==> config.mk <==
export PLATFORM = sky130hd
export DESIGN_NAME = tpb_top
export DESIGN_NICKNAME = d
export VERILOG_FILES = /design/src/rtl/tpb_pkg.sv /design/src/rtl/tpb_store.sv /design/src/rtl/tpb_fetch.sv /design/src/rtl/tpb_resolve.sv /design/src/rtl/tpb_top.sv
export SDC_FILE = /design/constraint.sdc
export NUM_CORES = 2
export LEC_CHECK = 0
export BUFFER_PORTS_ARGS = -buffer_cell sky130_fd_sc_hd__buf_2
export CAP_MARGIN = 15
export CORE_UTILIZATION = 36
export DETAILED_ROUTE_END_ITERATION = 10
export HOLD_SLACK_MARGIN = 0.06
export MAX_ROUTING_LAYER = met4
export PLACE_DENSITY = 0.63
export SLEW_MARGIN = 15
export SYNTH_ARGS = -nofsm -noshare
export SYNTH_HDL_FRONTEND = slang
export SYNTH_SLANG_ARGS = --single-unit
==> constraint.sdc <==
create_clock -name clk -period 4.4 [get_ports clk]
set_input_delay 0.44 -clock clk [delete_from_list [all_inputs] [get_ports clk]]
set_output_delay 0.44 -clock clk [all_outputs]
set_load 0.05 [all_outputs]
==> src/rtl/tpb_pkg.sv <==
package tpb_pkg;

    parameter int PC_W       = 32;
    parameter int IDX_W      = 4;
    parameter int OFS_W      = 2;
    parameter int INSN_BYTES = 4;

    localparam int DEPTH = 1 << IDX_W;
    localparam int TAG_W = PC_W - IDX_W - OFS_W;

    typedef enum logic [1:0] {
        CONF_STRONG_NT = 2'd0,
        CONF_WEAK_NT   = 2'd1,
        CONF_WEAK_T    = 2'd2,
        CONF_STRONG_T  = 2'd3
    } conf_e;

    typedef struct packed {
        logic             valid;
        logic [TAG_W-1:0] tag;
        logic [PC_W-1:0]  dest;
        conf_e            conf;
    } slot_t;

    function automatic logic [IDX_W-1:0] slot_of(input logic [PC_W-1:0] pc);
        return pc[OFS_W +: IDX_W];
    endfunction

    function automatic logic [TAG_W-1:0] tag_of(input logic [PC_W-1:0] pc);
        return pc[PC_W-1 -: TAG_W];
    endfunction

    function automatic conf_e conf_up(input conf_e c);
        return (c == CONF_STRONG_T) ? CONF_STRONG_T : conf_e'(c + 2'd1);
    endfunction

    function automatic conf_e conf_down(input conf_e c);
        return (c == CONF_STRONG_NT) ? CONF_STRONG_NT : conf_e'(c - 2'd1);
    endfunction

endpackage

==> src/rtl/tpb_store.sv <==
module tpb_store
    import tpb_pkg::*;
(
    input  logic             clk,
    input  logic             rst,
    input  logic [IDX_W-1:0] fetch_idx,
    output slot_t            fetch_slot,
    input  logic [IDX_W-1:0] rslv_idx,
    output slot_t            rslv_slot,
    input  logic             wr_en,
    input  logic [IDX_W-1:0] wr_idx,
    input  slot_t            wr_slot
);

    slot_t             slots [DEPTH];
    logic [DEPTH-1:0]  live;

    for (genvar g = 0; g < DEPTH; g++) begin : g_slot
        always_ff @(posedge clk) begin
            if (rst) begin
                slots[g] <= '0;
            end else if (wr_en && (wr_idx == IDX_W'(g))) begin
                slots[g] <= wr_slot;
            end
        end
        assign live[g] = slots[g].valid;
    end

    assign fetch_slot = slots[fetch_idx];
    assign rslv_slot  = slots[rslv_idx];


    reset_clear_chk: assert property (@(posedge clk) disable iff (rst)
        $fell(rst) |-> (live == '0));


    write_land_chk: assert property (@(posedge clk) disable iff (rst)
        $past(wr_en) && !$past(rst) |-> (slots[$past(wr_idx)] == $past(wr_slot)));

endmodule

==> src/rtl/tpb_fetch.sv <==
module tpb_fetch
    import tpb_pkg::*;
(
    input  logic [PC_W-1:0] fetch_pc,
    input  slot_t           slot,
    output logic            hit,
    output logic [PC_W-1:0] next_pc
);

    logic [PC_W-1:0] seq_pc;

    assign seq_pc  = fetch_pc + PC_W'(INSN_BYTES);
    assign hit     = slot.valid && (slot.tag == tag_of(fetch_pc));
    assign next_pc = hit ? slot.dest : seq_pc;

endmodule

==> src/rtl/tpb_resolve.sv <==
module tpb_resolve
    import tpb_pkg::*;
(
    input  logic             clk,
    input  logic             rst,
    input  logic             rslv_en,
    input  logic [PC_W-1:0]  rslv_pc,
    input  logic             rslv_taken,
    input  logic [PC_W-1:0]  rslv_target,
    input  slot_t            cur_slot,
    output logic             wr_en,
    output logic [IDX_W-1:0] wr_idx,
    output slot_t            wr_slot
);

    logic  known;
    conf_e lowered;

    assign known   = cur_slot.valid && (cur_slot.tag == tag_of(rslv_pc));
    assign lowered = conf_down(cur_slot.conf);
    assign wr_idx  = slot_of(rslv_pc);

    always_comb begin
        wr_en   = 1'b0;
        wr_slot = cur_slot;
        if (rslv_en) begin
            if (known) begin
                wr_en = 1'b1;
                if (rslv_taken) begin
                    wr_slot.conf = conf_up(cur_slot.conf);
                    wr_slot.dest = rslv_target;
                end else begin
                    wr_slot.conf  = lowered;
                    wr_slot.valid = (lowered >= CONF_WEAK_T);
                end
            end else if (rslv_taken) begin
                wr_en         = 1'b1;
                wr_slot.valid = 1'b1;
                wr_slot.tag   = tag_of(rslv_pc);
                wr_slot.dest  = rslv_target;
                wr_slot.conf  = CONF_WEAK_T;
            end
        end
    end


    taken_writes_chk: assert property (@(posedge clk) disable iff (rst)
        rslv_en && rslv_taken |-> wr_en && wr_slot.valid);


    conf_floor_chk: assert property (@(posedge clk) disable iff (rst)
        wr_en && wr_slot.valid |-> (wr_slot.conf >= CONF_WEAK_T));


    nt_miss_quiet_chk: assert property (@(posedge clk) disable iff (rst)
        rslv_en && !rslv_taken && !known |-> !wr_en);


    alloc_tag_chk: assert property (@(posedge clk) disable iff (rst)
        wr_en && !known |-> (wr_slot.tag == tag_of(rslv_pc)) && (wr_slot.conf == CONF_WEAK_T));

endmodule

==> src/rtl/tpb_top.sv <==
module tpb_top
    import tpb_pkg::*;
(
    input  logic            clk,
    input  logic            rst,
    input  logic [31:0]     fetch_pc,
    output logic            pred_taken,
    output logic [31:0]     next_pc,
    input  logic            rslv_en,
    input  logic [31:0]     rslv_pc,
    input  logic            rslv_taken,
    input  logic [31:0]     rslv_target
);

    slot_t            fetch_slot;
    slot_t            rslv_slot;
    logic             wr_en;
    logic [IDX_W-1:0] wr_idx;
    slot_t            wr_slot;

    tpb_store u_store (
        .clk        (clk),
        .rst        (rst),
        .fetch_idx  (slot_of(fetch_pc)),
        .fetch_slot (fetch_slot),
        .rslv_idx   (slot_of(rslv_pc)),
        .rslv_slot  (rslv_slot),
        .wr_en      (wr_en),
        .wr_idx     (wr_idx),
        .wr_slot    (wr_slot)
    );

    tpb_fetch u_fetch (
        .fetch_pc (fetch_pc),
        .slot     (fetch_slot),
        .hit      (pred_taken),
        .next_pc  (next_pc)
    );

    tpb_resolve u_resolve (
        .clk         (clk),
        .rst         (rst),
        .rslv_en     (rslv_en),
        .rslv_pc     (rslv_pc),
        .rslv_taken  (rslv_taken),
        .rslv_target (rslv_target),
        .cur_slot    (rslv_slot),
        .wr_en       (wr_en),
        .wr_idx      (wr_idx),
        .wr_slot     (wr_slot)
    );


    other_slot_stable_chk: assert property (@(posedge clk) disable iff (rst)
        $past(wr_en) && !$past(rst) && (slot_of(fetch_pc) != $past(wr_idx))
            && $stable(fetch_pc) |-> $stable(next_pc));

endmodule

* Word-level counts from Yosys, hierarchy flattened
Memories as Yosys holds them, arrays and structs flattened.
Cells that the tools add are included.
** Storage, ports and cells
- Output and inout port bits :: 33
- Bits in registers :: 0
- Word-level logic and storage cells :: 139
- Memories kept :: 1
- RAM bits :: 976
- Input port bits :: 100
** Memory list
- u_store.slots :: words 16, bits a word 61, rd ports 2, clocked after memory_dff 0, write ports 16, line tpb_store.sv:15 : slot_t slots [DEPTH];
** Operators by class
- Magnitude comparators :: 1
- Mux-type cells :: 80
- Eq/ne operators :: 18
- Bitwise gates (word level) :: 16
- $add $sub $neg :: 3
- Reduce and logical (&&, ||, !) cells :: 20
** Operators with widths (number)
- 2-to-1 mux 61 bit :: 18
- 2-to-1 mux 32 bit :: 2
- 2-to-1 mux 1 bit :: 55
- equality test 26 bit :: 2
- 2-to-1 mux 34 bit :: 1
- adder 32 x 3 -> 32 bit, second input constant :: 1
- equality test 4 bit, second input constant :: 8
- 2-to-1 mux 26 bit :: 1
- logical AND 1 bit :: 18
- equality test 4 x 3 -> 1 bit, second input constant :: 4
- OR 1 bit :: 16
- equality test 4 x 2 -> 1 bit, second input constant :: 2
- 2-to-1 mux 2 bit :: 3
- equality test 4 x 1 -> 1 bit, second input constant :: 1
- zero test 4 bit :: 1
- adder 2 x 1 -> 2 bit, second input constant :: 1
- equality test 2 bit, second input constant :: 1
- greater-or-equal comparator 2 bit, second input constant :: 1
- zero test 2 bit :: 1
- subtractor 2 x 1 -> 2 bit, second input constant :: 1

* Logic depth before layout (Yosys ltp)
An unclocked memory read counts as a cell.
- Depth in word-level cells :: 10
- Mapped depth :: 19
- Depth with buffers taken out :: 9

* Cells and area by module
From an unflattened synthesis, not the netlist that was laid out.
** Unflattened totals
- Cells, all modules :: 3470
- Area total of the unflattened synthesis :: 52977.1 um^2
** Modules (own cells, without submodules)
- tpb_store :: instances 1, cells each 3183, area each 50338.3 um^2, sequential area each 29308.1 um^2
- tpb_fetch :: instances 1, cells each 159, area each 1396.3 um^2, sequential area each 0.0 um^2
- tpb_resolve :: instances 1, cells each 128, area each 1242.4 um^2, sequential area each 0.0 um^2

* Worst setup path before layout
OpenSTA, ideal clock, no wires.
- Path kind :: input to output
- Start point :: input port fetch_pc[2]
- End point :: output port next_pc[0]
- Stages on the path :: 11
- Required time :: 3.960 ns
- Setup slack :: -1.544 ns
- Path buffers :: 3
- Arrival time :: 5.504 ns
- Cells stage by stage :: clkbuf_1 buf_1 buf_1 mux4_2 mux4_2 xnor2_1 nand4_1 or4_1 nor4_1 nand2_1 nand2_1
** On the way
- Word-level cells in the longest chain between the ends :: 4
** Ends and longest elaborated chain
- start: declaration :: line tpb_top.sv:6 : input logic [31:0] fetch_pc,
- memory read (16 x 61 bit) *
- equality test 26 bit :: line tpb_fetch.sv:13 : assign hit = slot.valid && (slot.tag == tag_of(fetch_pc));
- logical AND 1 bit * :: line tpb_fetch.sv:13
- net pred_taken :: line tpb_top.sv:7 : output logic pred_taken,
- 2-to-1 mux 32 bit * :: line tpb_fetch.sv:14 : assign next_pc = hit ? slot.dest : seq_pc;
- end: declaration :: line tpb_top.sv:8 : output logic [31:0] next_pc,
Mark *: on every way through the listed nets, which the timed path passes. The rest lies on a longest branch.

==> impl_metrics.yaml <==
run_status:
  outcome: "complete, but fails checks"
  violations: "DRC, setup timing"
sta:
  hold_ws_ns: 0.259
  rsz0062_at_grt: "yes"
  fmax_ghz: 0.217
  maxSlewHeadroom_pct: 37.9
  hold_viol: 0
  setup_viol: 25
  slew_viol_final: 0
  finalCriticalPeriod_ns: 4.60
  setup_slack_ns: -0.204
  worst_pin_slew_ns: 0.931
  finalCritPeriodShare_pct: 105
  fin_skew_ns: 0.0413
global_routing:
  grt_pass1_wl_mm: 263
  grt_pass1_vias: 35700
  grt_max_degree: 81
  grt.overflow.total: 0
  grt_usage_pct: 26.0
  grt_antenna_before_repair: 25
layout:
  drive_gt1_share_pct: 34.1
  area_growth_pct: 20.0
  reg_top3: "u_store.slots: 976 flops"
  largest_reg_flops: 976
  largest-register: "u_store.slots"
  multi_input_area_um2: 21900
  nNetsFinal: 3890
  ff_latch_area_um2: 29300
  n_fill_cell: 12800
  fin_util_pct: 43.5
drt:
  drtIter0Drc: 5697
  totalWireLength_mm: 188
  route.vias.total: 36200
  antenna_left: 0
  drtPass1Iterations: 11
  drc_errors: 12
  wl_per_cell_um: 32.4
  viasPerCell: 6.24
flow_run:
  cap_violations: 0
clock_tree:
  clkSinkCount: 976
  cts_buffer_depth: 3
  tritoncts: "built"
  cts_htree_levels: 3
  clock_latency_ns: 0.72
  cts.clk_slew.worst_paths_ns: 0.06
  cts_made_buffers: 106
  cts_hold_buf: 0
  cts-root-buf: "clkbuf_16"
die:
  initial_core_util_pct: 36.3
  die_y_um: 382
  die_w_um: 382
  io_pins: 133
  die_area_um2: 146000
  rows: 139
  core-area_um2: 144000
logic_synthesis:
  synth.most_common_cell: "nor2_1"
  synth_top_area_share_pct: 56.2
  syn-num-nets: 3634
  yosysUniqueCellTypes: 77
  synth_common_cells: "nor2_1 (1,037), edfxtp_1 (976), mux4_2 (541)"
  ys_top_cells_by_area: "edfxtp_1 (56%), mux4_2 (23%), nor2_1 (7.5%), mux2i_1 (2.5%), clkbuf_1 (1.2%)"
  syn-cell-area_um2: 52100
  ys_ff_latch: 976
  synth_warnings: 0
  async_flop_share_pct: 0
  synth_edf_count: 976
  syn_avg_cell_area_um2: 14.7
  netlist_instances: 3533
  seq_area_frac_synth_pct: 56.2
  synth.largest_area_cell: "edfxtp_1"
  ys.flop_type: "edfxtp_1"
setup_path:
  required_ns: 3.96
  cp_slowest_cell: "mux4_2"
  critical_path_class: "reg -> out"
  critPathArrivalTime_ns: 4.16
  end_kind: "output pin"
  cp_common_cell: "mux4_2"
  worstPathMaxFanout: 4
  cp_cell_sequence: "mux4_2 > mux4_2 > xnor2_2 > nand3_2 > or4_4 > nor4_4 > buf_4 > nand2_1 > nand2_2 > buf_8"
  slowest_delay_ns: 0.62
  start_kind: "flop"
power_and_ir_drop:
  peakVddDrop_v: 0.000302
  p_leak_nw: 22.4
  power_density_nw_per_um2: 373
  finalPower_mw: 23.3
min_path:
  hold_path.class: "in -> reg"
place:
  hpwl_mm: 119
  place_congestion: 0.919
  numPortBuffers: 130
-- cell usage in the layout, fill, tap and decap left out, types with 29 or more instances in the layout --
| cell type | count |
|---|---|
| mux4_2 | 541 |
| clkbuf_16 | 108 |
| mux2_2 | 36 |
| buf_2 | 90 |
| buf_4 | 215 |
| nor2_1 | 1017 |
| mux2i_1 | 129 |
| buf_12 | 143 |
| xnor2_1 | 48 |
| edfxtp_1 | 976 |
| clkinv_1 | 29 |
| nand2_1 | 37 |
-- stage by stage --
step	std cells	worst slack [ns]	setup TNS, ns	instance area (um^2)
2_1_floorplan	3533	-0.253	-154.27	52300
3_3_place_gp	5579	-0.226	-2.51	58600
3_5_place_dp	5579	-0.169	-1.86	58600
4_1_cts	5773	-0.0994	-0.440	62100
5_1_grt	5791	-0.258	-5.41	62500
6_report	5795	-0.204	-1.55	62600
-- timing repair --
action,in CTS,in global routing
setup endpoints to repair,33,33
buffers inserted,2,1
pin swaps,9,7
cloned,0,2
gates resized for setup,50,76
-- layer usage --
layer | GRT usage, % | up-vias | routed length, um
met2 | 40.1 | 2687 | 88500
met5 | - | - | 0
met4 | 9.56 | 0 | 7770
met1 | 33.4 | 18800 | 68100
met3 | 6.24 | 480 | 23100
li1 | - | 14200 | -
-- worst max-delay path: cells and delay by family, from the launching register on --
family                    cells  cell delay, ns
buffers and inverters         2            0.38
xor gates and xnor gates      1            0.24
muxes                         2            1.16
DFF                           1            0.44
and+or+nand+nor               5            1.25
-- final timing paths --
path | from | to | slack [ns] | cells past startpoint
worst max register to register | u_store.slots[5][57] | u_store.slots[8][26] | 0.39 | 11
worst min-delay path | rslv_target[6] | u_store.slots[2][8] | 0.26 | 4
worst min register to register | u_store.slots[14][13] | u_store.slots[7][13] | 1.23 | 5
worst max-delay path | u_store.slots[14][43] | next_pc[1] | -0.20 | 10
-- cell type report --
| cell class | instances | share of cell area, % |
|---|---|---|
| antenna | 19 | 0.0760 |
| clock buffer | 127 | 4.40 |
| clock inverter | 65 | 1.03 |
| inverter | 22 | 0.132 |
| multi-input combinational | 2198 | 35.1 |
| sequential | 976 | 46.9 |
| tap | 1903 | 3.81 |
| timing repair buffer | 485 | 8.65 |
-- cell families (layout without fill, tap and decap cells) --
| group | count (synthesis) | after routing | synth area share, % |
|---|---|---|---|
| buffers and inverters | 359 | 699 | 3.10 |
| multiplexers | 726 | 726 | 27.5 |
| other | 0 | 19 | 0 |
| AND/OR/NAND/NOR | 1226 | 1226 | 9.52 |
| flip-flops | 976 | 976 | 56.2 |
| AO/OA/AOI/OAI | 164 | 164 | 2.26 |
| XOR/XNOR | 80 | 80 | 1.34 |
| adder cells (fa/ha/maj) | 2 | 2 | 0.0432 |
-- power by group --
| part | total, mW | leakage [nW] | switching, mW | internal, mW |
|---|---|---|---|---|
| logic | 3.61 | 10.7 | 2.06 | 1.55 |
| clock network | 8.96 | 1.66 | 3.82 | 5.14 |
| registers | 10.8 | 10.1 | 0.183 | 10.6 |
No activity file was read; power rests on OpenSTA's default activity.
